`config.mk`:
```
export PLATFORM = sky130hd
export DESIGN_NAME = pipe5_core
export DESIGN_NICKNAME = d
export VERILOG_FILES = /design/src/rtl/pipe5_pkg.sv /design/src/rtl/pipe5_regfile.sv /design/src/rtl/pipe5_ctrl.sv /design/src/rtl/pipe5_alu.sv /design/src/rtl/pipe5_core.sv
export SDC_FILE = /design/constraint.sdc
export NUM_CORES = 2
export LEC_CHECK = 0
export BUFFER_PORTS_ARGS = -buffer_cell sky130_fd_sc_hd__buf_2
export CORE_MARGIN = 1.5
export CORE_UTILIZATION = 57
export CTS_CLUSTER_DIAMETER = 40
export DETAILED_ROUTE_END_ITERATION = 12
export GPL_TIMING_DRIVEN = 0
export PLACE_DENSITY = 0.76
export SYNTH_ARGS = -nofsm -noshare
export SYNTH_HDL_FRONTEND = slang
export SYNTH_HIERARCHICAL = 1
export SYNTH_SLANG_ARGS = --single-unit
```
`constraint.sdc`:
```
create_clock -name clk -period 4.1 [get_ports clk]
set_clock_uncertainty 0.15 [all_clocks]
set_input_delay 0.41 -clock clk [delete_from_list [all_inputs] [get_ports clk]]
set_output_delay 0.41 -clock clk [all_outputs]
set_load 0.005 [all_outputs]
```
`src/rtl/pipe5_pkg.sv`:
```
package pipe5_pkg;
  localparam int XLEN   = 32;
  localparam int REG_AW = 5;
  localparam int NREGS  = 1 << REG_AW;
  localparam int IMM_W  = 16;

  localparam logic [5:0] OPC_REG  = 6'h00;
  localparam logic [5:0] OPC_ADDI = 6'h08;
  localparam logic [5:0] OPC_LOAD = 6'h23;
  localparam logic [5:0] OPC_STOR = 6'h2B;
  localparam logic [5:0] OPC_BEQ  = 6'h04;

  localparam logic [5:0] FN_ADD = 6'h20;
  localparam logic [5:0] FN_SUB = 6'h22;
  localparam logic [5:0] FN_AND = 6'h24;
  localparam logic [5:0] FN_OR  = 6'h25;
  localparam logic [5:0] FN_SLT = 6'h2A;

  typedef enum logic [2:0] {
    ALU_AND = 3'b000,
    ALU_OR  = 3'b001,
    ALU_ADD = 3'b010,
    ALU_SUB = 3'b110,
    ALU_SLT = 3'b111
  } alu_op_e;

  typedef struct packed {
    logic    reg_we;
    logic    mem_to_reg;
    logic    mem_we;
    logic    use_imm;
    logic    dst_rd;
    alu_op_e alu_op;
  } ctrl_t;

  function automatic logic [XLEN-1:0] sext_imm(input logic [IMM_W-1:0] imm);
    return {{(XLEN-IMM_W){imm[IMM_W-1]}}, imm};
  endfunction

  function automatic logic [XLEN-1:0] branch_dest(input logic [XLEN-1:0] pc_next,
                                                  input logic [XLEN-1:0] off);
    return pc_next + {off[XLEN-3:0], 2'b00};
  endfunction

  function automatic logic [XLEN-1:0] alu_eval(input alu_op_e op,
                                               input logic [XLEN-1:0] a,
                                               input logic [XLEN-1:0] b);
    logic [XLEN-1:0] r;
    case (op)
      ALU_AND: r = a & b;
      ALU_OR:  r = a | b;
      ALU_ADD: r = a + b;
      ALU_SUB: r = a - b;
      ALU_SLT: r = {{(XLEN-1){1'b0}}, ($signed(a) < $signed(b))};
      default: r = '0;
    endcase
    return r;
  endfunction
endpackage

```
`src/rtl/pipe5_regfile.sv`:
```
module pipe5_regfile
  import pipe5_pkg::*;
#(
  parameter int W  = XLEN,
  parameter int AW = REG_AW,
  localparam int N = 1 << AW
) (
  input  logic          clk,
  input  logic          rst,
  input  logic [AW-1:0] ra_a,
  input  logic [AW-1:0] ra_b,
  output logic [W-1:0]  rd_a,
  output logic [W-1:0]  rd_b,
  input  logic          we,
  input  logic [AW-1:0] wa,
  input  logic [W-1:0]  wd
);
  logic [W-1:0] regs [N];
  logic         wr_live;

  // A write to register zero is dropped here and in the bypass.
  assign wr_live = we && (wa != '0);

  always_ff @(posedge clk) begin
    if (rst) begin
      for (int i = 0; i < N; i++) regs[i] <= '0;
    end else if (wr_live) begin
      regs[wa] <= wd;
    end
  end

  // Same-cycle visibility: a value being written now is returned at once.
  always_comb begin
    if (ra_a == '0)                  rd_a = '0;
    else if (wr_live && wa == ra_a)  rd_a = wd;
    else                             rd_a = regs[ra_a];
    if (ra_b == '0)                  rd_b = '0;
    else if (wr_live && wa == ra_b)  rd_b = wd;
    else                             rd_b = regs[ra_b];
  end
endmodule

```
`src/rtl/pipe5_ctrl.sv`:
```
module pipe5_ctrl
  import pipe5_pkg::*;
(
  input  logic [5:0] opcode,
  input  logic [5:0] funct,
  output ctrl_t      ctrl,
  output logic       is_beq
);
  always_comb begin
    ctrl   = ctrl_t'('0);
    is_beq = 1'b0;
    case (opcode)
      OPC_REG: begin
        ctrl.dst_rd = 1'b1;
        ctrl.reg_we = 1'b1;
        case (funct)
          FN_ADD:  ctrl.alu_op = ALU_ADD;
          FN_SUB:  ctrl.alu_op = ALU_SUB;
          FN_AND:  ctrl.alu_op = ALU_AND;
          FN_OR:   ctrl.alu_op = ALU_OR;
          FN_SLT:  ctrl.alu_op = ALU_SLT;
          default: ctrl = ctrl_t'('0);
        endcase
      end
      OPC_ADDI: begin
        ctrl.reg_we  = 1'b1;
        ctrl.use_imm = 1'b1;
        ctrl.alu_op  = ALU_ADD;
      end
      OPC_LOAD: begin
        ctrl.reg_we     = 1'b1;
        ctrl.use_imm    = 1'b1;
        ctrl.mem_to_reg = 1'b1;
        ctrl.alu_op     = ALU_ADD;
      end
      OPC_STOR: begin
        ctrl.mem_we  = 1'b1;
        ctrl.use_imm = 1'b1;
        ctrl.alu_op  = ALU_ADD;
      end
      OPC_BEQ: is_beq = 1'b1;
      default: ctrl = ctrl_t'('0);
    endcase
  end
endmodule

```
`src/rtl/pipe5_alu.sv`:
```
module pipe5_alu
  import pipe5_pkg::*;
(
  input  alu_op_e         op,
  input  logic [XLEN-1:0] a,
  input  logic [XLEN-1:0] b,
  output logic [XLEN-1:0] y
);
  assign y = alu_eval(op, a, b);
endmodule

```
`src/rtl/pipe5_core.sv`:
```
module pipe5_core
  import pipe5_pkg::*;
#(
  parameter logic [XLEN-1:0] RESET_PC = '0
) (
  input  logic            clk,
  input  logic            rst,
  input  logic            stall,
  output logic [XLEN-1:0] imem_addr,
  input  logic [XLEN-1:0] imem_rdata,
  output logic [XLEN-1:0] dmem_addr,
  output logic [XLEN-1:0] dmem_wdata,
  output logic            dmem_we,
  input  logic [XLEN-1:0] dmem_rdata
);
  localparam logic [XLEN-1:0] PC_STEP = XLEN'(4);

  // ---------------- fetch ----------------
  logic [XLEN-1:0] pc_q, pc_seq;
  logic [XLEN-1:0] fd_instr, fd_pc4;

  assign pc_seq    = pc_q + PC_STEP;
  assign imem_addr = pc_q;

  // ---------------- decode ----------------
  logic [5:0]        id_opc, id_fn;
  logic [REG_AW-1:0] id_rs, id_rt, id_rd;
  logic [XLEN-1:0]   id_rs_val, id_rt_val, id_imm, br_target;
  ctrl_t             id_ctrl;
  logic              id_beq, br_taken;

  assign id_opc = fd_instr[31:26];
  assign id_rs  = fd_instr[25:21];
  assign id_rt  = fd_instr[20:16];
  assign id_rd  = fd_instr[15:11];
  assign id_fn  = fd_instr[5:0];
  assign id_imm = sext_imm(fd_instr[IMM_W-1:0]);

  pipe5_ctrl u_ctrl (
    .opcode (id_opc),
    .funct  (id_fn),
    .ctrl   (id_ctrl),
    .is_beq (id_beq)
  );

  // writeback side (declared ahead of the register file)
  logic              wb_reg_we, wb_m2r;
  logic [REG_AW-1:0] wb_dst;
  logic [XLEN-1:0]   wb_alu, wb_mem, wb_val;

  pipe5_regfile #(.W(XLEN), .AW(REG_AW)) u_rf (
    .clk  (clk),
    .rst  (rst),
    .ra_a (id_rs),
    .ra_b (id_rt),
    .rd_a (id_rs_val),
    .rd_b (id_rt_val),
    .we   (wb_reg_we),
    .wa   (wb_dst),
    .wd   (wb_val)
  );

  assign br_taken  = id_beq && (id_rs_val == id_rt_val);
  assign br_target = branch_dest(fd_pc4, id_imm);

  // PC and fetch/decode register; the slot after a branch is kept.
  always_ff @(posedge clk) begin
    if (rst) begin
      pc_q     <= RESET_PC;
      fd_instr <= '0;
      fd_pc4   <= '0;
    end else if (!stall) begin
      pc_q     <= br_taken ? br_target : pc_seq;
      fd_instr <= imem_rdata;
      fd_pc4   <= pc_seq;
    end
  end

  // ---------------- execute ----------------
  ctrl_t             ex_ctrl;
  logic [XLEN-1:0]   ex_a, ex_b, ex_imm, ex_srcb, ex_y;
  logic [REG_AW-1:0] ex_rt, ex_rd, ex_dst;

  always_ff @(posedge clk) begin
    if (rst || stall) begin
      ex_ctrl <= ctrl_t'('0);
      ex_a    <= '0;
      ex_b    <= '0;
      ex_imm  <= '0;
      ex_rt   <= '0;
      ex_rd   <= '0;
    end else begin
      ex_ctrl <= id_ctrl;
      ex_a    <= id_rs_val;
      ex_b    <= id_rt_val;
      ex_imm  <= id_imm;
      ex_rt   <= id_rt;
      ex_rd   <= id_rd;
    end
  end

  assign ex_srcb = ex_ctrl.use_imm ? ex_imm : ex_b;
  assign ex_dst  = ex_ctrl.dst_rd ? ex_rd : ex_rt;

  pipe5_alu u_alu (
    .op (ex_ctrl.alu_op),
    .a  (ex_a),
    .b  (ex_srcb),
    .y  (ex_y)
  );

  wire ex_reg_we = ex_ctrl.reg_we;
  wire ex_mem_we = ex_ctrl.mem_we;

  // ---------------- memory ----------------
  logic              mm_reg_we, mm_m2r, mm_mem_we;
  logic [XLEN-1:0]   mm_y, mm_sd;
  logic [REG_AW-1:0] mm_dst;

  always_ff @(posedge clk) begin
    if (rst) begin
      mm_reg_we <= 1'b0;
      mm_m2r    <= 1'b0;
      mm_mem_we <= 1'b0;
      mm_y      <= '0;
      mm_sd     <= '0;
      mm_dst    <= '0;
    end else begin
      mm_reg_we <= ex_reg_we;
      mm_m2r    <= ex_ctrl.mem_to_reg;
      mm_mem_we <= ex_mem_we;
      mm_y      <= ex_y;
      mm_sd     <= ex_b;
      mm_dst    <= ex_dst;
    end
  end

  assign dmem_addr  = mm_y;
  assign dmem_wdata = mm_sd;
  assign dmem_we    = mm_mem_we;

  // ---------------- writeback ----------------
  always_ff @(posedge clk) begin
    if (rst) begin
      wb_reg_we <= 1'b0;
      wb_m2r    <= 1'b0;
      wb_alu    <= '0;
      wb_mem    <= '0;
      wb_dst    <= '0;
    end else begin
      wb_reg_we <= mm_reg_we;
      wb_m2r    <= mm_m2r;
      wb_alu    <= mm_y;
      wb_mem    <= dmem_rdata;
      wb_dst    <= mm_dst;
    end
  end

  assign wb_val = wb_m2r ? wb_mem : wb_alu;
endmodule

```
==> impl_table.tex <==
\begin{tabular}{lr}
\hline
Metric & Value \\
\hline
\multicolumn{2}{l}{\textbf{STA}} \\
\quad Slew at the pin closest to its max-slew limit & 1.27 ns \\
\quad Tmin final & approximately 5 ns \\
\quad Hold violation total from the final report & 0 \\
\quad Max Slew Vio Count & 0 \\
\quad Highest clock rate & $\sim$200 MHz \\
\quad Unrepaired setup endpoints after global routing & yes \\
\quad Post-layout worst setup margin & -0.896 ns \\
\quad Tcrit/Tclk final & 122\% \\
\quad Final setup fails & between 100 and 150 \\
\quad Rel. slew slack & 15.0\% \\
\multicolumn{2}{l}{\textbf{Global routing}} \\
\quad Via count of the first global-routing pass & 57,300 \\
\quad Initial antenna violation count & 22 \\
\quad Maximum number of pins on one net before global-route repair & 33 \\
\quad Total grt overflow & 0 \\
\quad First-pass GRT wire length & 456 mm \\
\quad Global Route Usage Sum & approximately 51\% \\
\multicolumn{2}{l}{\textbf{Synthesis}} \\
\quad Cell area after synthesis & between 0.07 and 0.08 sq mm \\
\quad Most frequent cell after synthesis & sky130\_fd\_sc\_hd\_\_and2\_1 \\
\quad Synthesis warning total & 6 \\
\quad Library cell occupying the most area in the post-synthesis netlist & sky130\_fd\_sc\_hd\_\_edfxtp\_1 \\
\quad Number of flops mapped to enable cells by yosys & around 1,000 \\
\quad Async set-reset flop share out of synthesis & 0\% \\
\quad Synthesized instance count & $\sim$6,000 \\
\quad Share of Yosys cell area claimed by the top area cell type & approximately two fifths \\
\quad Leading post-synthesis cells by instance count & sky130\_fd\_sc\_hd\_\_and2\_1 (1,063), sky130\_fd\_sc\_hd\_\_edfxtp\_1 (1,024), sky130\_fd\_sc\_hd\_\_mux2i\_1 (395), sky130\_fd\_sc\_hd\_\_clkbuf\_1 (378), sky130\_fd\_sc\_hd\_\_mux4\_2 (356) \\
\quad Number of register bits inferred by synthesis & $\sim$1,400 \\
\quad Proportion of synthesized chip area in sequential cells & about half \\
\quad Leading register cell type out of synthesis & sky130\_fd\_sc\_hd\_\_edfxtp\_1 \\
\quad Post-synth cell types & 119 \\
\quad Average instance area after synthesis & around 12 sq um \\
\quad Top post-synthesis cells by area & sky130\_fd\_sc\_hd\_\_edfxtp\_1 (42\%), sky130\_fd\_sc\_hd\_\_mux4\_2 (11\%), sky130\_fd\_sc\_hd\_\_and2\_1 (9.0\%) \\
\multicolumn{2}{l}{\textbf{Cells and area}} \\
\quad Fraction of layout cells with a size suffix above 1 & 24.8\% \\
\quad Multi-input combinational cell area & $\sim$0.036 sq mm \\
\quad Net total in the final layout & just under 7,000 \\
\quad Fill cell instance count of the final layout & about 9,100 \\
\quad Post-layout utilization of the core & a little over two thirds \\
\quad FF/Latch Area & about 0.037 sq mm \\
\quad Area added between synthesis and finish & 21.0\% \\
\multicolumn{2}{l}{\textbf{Die}} \\
\quad Effective utilization at floorplan & between 50\% and 60\% \\
\quad Core area & 0.129 sq mm \\
\quad Number of placed I/O pins & approximately 160 \\
\quad Chip width & 363 microns \\
\quad Number of rows in the core area & $\sim$130 \\
\quad Die outline height & about 360 microns \\
\quad Area of the die & roughly 0.13 sq mm \\
\multicolumn{2}{l}{\textbf{Outcome}} \\
\quad Outcome & finished with violations \\
\quad Failing checks & setup timing \\
\multicolumn{2}{l}{\textbf{Power}} \\
\quad Share of power burned in the clock network & 44.1\% \\
\quad Combinational Power Share & around 15\% \\
\quad Largest voltage drop on the vdd net & 0.000434 V \\
\quad Sequential power share & 40.7\% \\
\quad Static Leak & about 33 nW \\
\quad Total internal power & 27.4 mW \\
\quad Switching fraction of total power & 28.2\% \\
\quad Switching power summed over all nets & approximately 11 mW \\
\quad Pwr Density & around 430 mW/mm\^{}2 \\
\multicolumn{2}{l}{\textbf{Route}} \\
\quad Drt wl/cell & between 30 and 40 microns \\
\quad Final routed wirelength across all metal layers & 341 mm \\
\quad Via Count & roughly 60,000 \\
\quad Number of detailed-route iterations in the first pass & 9 \\
\quad Count of nets left with antenna violations after detail routing & 0 \\
\quad Iteration-0 DRC Markers & between 9,000 and 10,000 \\
\quad Number of remaining DRC errors & 0 \\
\quad Via density per instance & $\sim$7 \\
\multicolumn{2}{l}{\textbf{Setup path}} \\
\quad Worst setup path start & fd\_instr[16]\$\_SDFFE\_PP0N\_ \\
\quad R2R Path End & imem\_addr[29]\$\_SDFFE\_PP0N\_ \\
\quad Worst flop-to-flop path startpoint & fd\_instr[16]\$\_SDFFE\_PP0N\_ \\
\quad Crit. path cell count & 17 \\
\quad Max stage delay on crit path & between 0.7 and 0.8 ns \\
\quad Kind of capture point of the worst setup path & flip-flop \\
\quad Critical Setup Path Class & reg2reg \\
\quad Flop-to-flop setup slack & -0.90 ns \\
\quad Buffers \& Inverters on Critical Path & 6 \\
\quad Slowest cell on crit path & sky130\_fd\_sc\_hd\_\_a221oi\_1 \\
\quad Required time of the worst setup path & $\sim$4.7 ns \\
\quad Critical path's top delay family & compound AO/OA/AOI/OAI gates \\
\quad CP arrival & approximately 5.6 ns \\
\quad Worst Path Max Fanout & 10 \\
\quad Chain of cells forming the critical path & buf\_12, buf\_16, buf\_16, buf\_4, buf\_12, mux2i\_1, a221oi\_1, a22oi\_1, a21oi\_1, a211o\_1, xor2\_1, nor2\_1, nand4\_1, or4\_4, clkbuf\_8, a32oi\_1, o21ai\_1 \\
\quad FF-to-FF path depth & 17 \\
\quad Worst Setup Start Kind & flip-flop \\
\multicolumn{2}{l}{\textbf{Min path}} \\
\quad Min-Delay Startpoint & dmem\_rdata[26] \\
\quad HP Class & in2reg \\
\quad Number of instances on the worst hold path & 3 \\
\quad Worst min-delay path endpoint & wb\_mem[26]\$\_SDFF\_PP0\_ \\
\multicolumn{2}{l}{\textbf{CTS}} \\
\quad H-tree depth & 4 \\
\quad CTS tree & yes \\
\quad Number of clock sinks seen by CTS & approximately 1,400 \\
\quad Clk Latency, worst-skew pair & around 0.86 ns \\
\quad Number of buffers created by CTS & $\sim$190 \\
\quad Clock Tree Buf Depth & 3 \\
\quad Clock-pin slew reported for the worst setup and hold paths after clock tree synthesis & 0.06 ns \\
\quad Master cell of the clock root buffer & sky130\_fd\_sc\_hd\_\_clkbuf\_16 \\
\multicolumn{2}{l}{\textbf{Flow run}} \\
\quad Maxcap violations & 0 \\
\multicolumn{2}{l}{\textbf{Place}} \\
\quad Final HPWL DP & 239 mm \\
\quad Last weighted congestion value of the routability-driven placer & between 1 and 1.5 \\
\quad Count of buffers inserted at the top-level ports & about 160 \\
\quad Worst slack after detailed placement & -3.48 ns \\
\hline
\end{tabular}
==> final cells by class <==
| type | instances | area share, % |
|---|---|---|
| antenna | 26 | 0.0726 |
| buffer | 525 | 4.44 |
| inverter | 122 | 0.525 |
| sequential | 1356 | 41.8 |
| multi-input combinational | 4044 | 39.8 |
| clock buffer | 212 | 5.51 |
| clock inverter | 138 | 1.76 |
| tap | 1742 | 2.43 |
| timing repair buffer | 404 | 3.73 |
==> worst max-delay path by stage <==
stage	end	slack, ns
final	imem_addr[29]$_SDFFE_PP0N_	-0.90
after global routing	imem_addr[0]$_SDFFE_PP0P_	-0.81
after CTS	imem_addr[17]$_SDFFE_PP0N_	-0.49
after detailed placement	imem_addr[6]$_SDFFE_PP0N_	-3.48
after global placement	imem_addr[6]$_SDFFE_PP0N_	-3.52
after floorplan	imem_addr[5]$_SDFFE_PP0N_	0.10
==> state kept, by name, indices dropped and copies added, names as in the netlist <==
register,count
dmem_wdata,32
ex_a,32
imem_addr,32
mm_reg_we,1
wb_alu,32
ex_b,32
wb_dst,5
ex_ctrl,6
mm_dst,5
dmem_addr,32
wb_mem,32
fd_instr,32
wb_m2r,1
fd_pc4,32
ex_reg_we,1
u_rf/regs,1024
mm_m2r,1
dmem_we,1
ex_mem_we,1
ex_rt,5
wb_reg_we,1
ex_imm,16
==> layer usage <==
layer	global-route usage, %	up-vias	routed length (microns)
li1	-	23600	-
met1	58.3	29600	109000
met2	73.4	5461	143000
met3	20.6	1625	48200
met4	47.3	4	40300
met5	0.182	-	38
==> kinds of logic after synthesis <==
family | count (synthesis) | share of synthesized area, %
xor+xnor | 112 | 1.32
fa+ha+maj | 131 | 2.24
buf+inv | 663 | 4.12
other cells | 1 | 0.00506
simple gates | 2050 | 15.7
flops | 1356 | 50.5
compound gates | 871 | 8.26
mux | 848 | 17.9
==> power groups by stage <==
stage	Clock [mW]	Combinational (mW)	Sequential (mW)
2_1_floorplan	0	2.63	15.6
3_3_place_gp	0	4.52	15.8
3_5_place_dp	0	4.54	15.8
4_1_cts	16.8	5.33	15.5
5_1_grt	17.4	5.77	15.6
6_report	16.8	5.80	15.5
==> layout by cell type, fill, tap and decap left out, drive strengths merged, types with 26 or more instances in the layout <==
| cell | instances |
|---|---|
| and3 | 29 |
| xor2 | 59 |
| nor3 | 80 |
| ha | 128 |
| clkbuf | 588 |
| a211oi | 59 |
| dfxtp | 332 |
| or2 | 44 |
| edfxtp | 1024 |
| o22ai | 63 |
| dlygate4sd3 | 64 |
| nor2 | 256 |
| o21ai | 139 |
| mux2 | 86 |
| nor2b | 145 |
| a31oi | 29 |
| mux4 | 367 |
| nand3 | 45 |
| o221ai | 37 |
| nand4 | 26 |
| buf | 486 |
| conb | 32 |
| a21o | 36 |
| a32o | 34 |
| a221oi | 42 |
| mux2i | 395 |
| nand2 | 254 |
| diode | 26 |
| clkinv | 70 |
| inv | 155 |
| xnor2 | 53 |
| a21oi | 183 |
| and2 | 1067 |
| a22oi | 75 |
==> what timing repair did <==
item | in CTS | in global routing
resized for setup | 791 | 70
hold buffers | 64 | 0
setup endpoints to repair | 205 | 140
setup buffers | 115 | 54
gates cloned | 6 | 3
pin swaps | 72 | 31
endpoints found under the hold margin | 64 | 0
==> per-stage QoR <==
stage	cells	total power, mW	hold slack, ns	TNS (ns)	area (sq um)
2_1_floorplan	6063	18.3	0.255	0	74200
3_3_place_gp	7967	20.3	0.270	-139.39	77100
3_5_place_dp	7969	20.3	0.275	-137.18	77200
4_1_cts	8490	37.6	0.135	-14.32	88700
5_1_grt	8546	38.7	0.153	-25.27	89500
6_report	8569	38.2	0.158	-34.27	89600
==> worst register-to-register path: cells and delay by family (launching register included) <==
family / cells / cell delay, ns
compound gates: 6 / 1.89
xor+xnor: 1 / 0.16
buf+inv: 6 / 1.24
flops: 1 / 0.36
mux: 1 / 0.20
simple gates: 3 / 0.88
(Power assumes the default switching activity.)
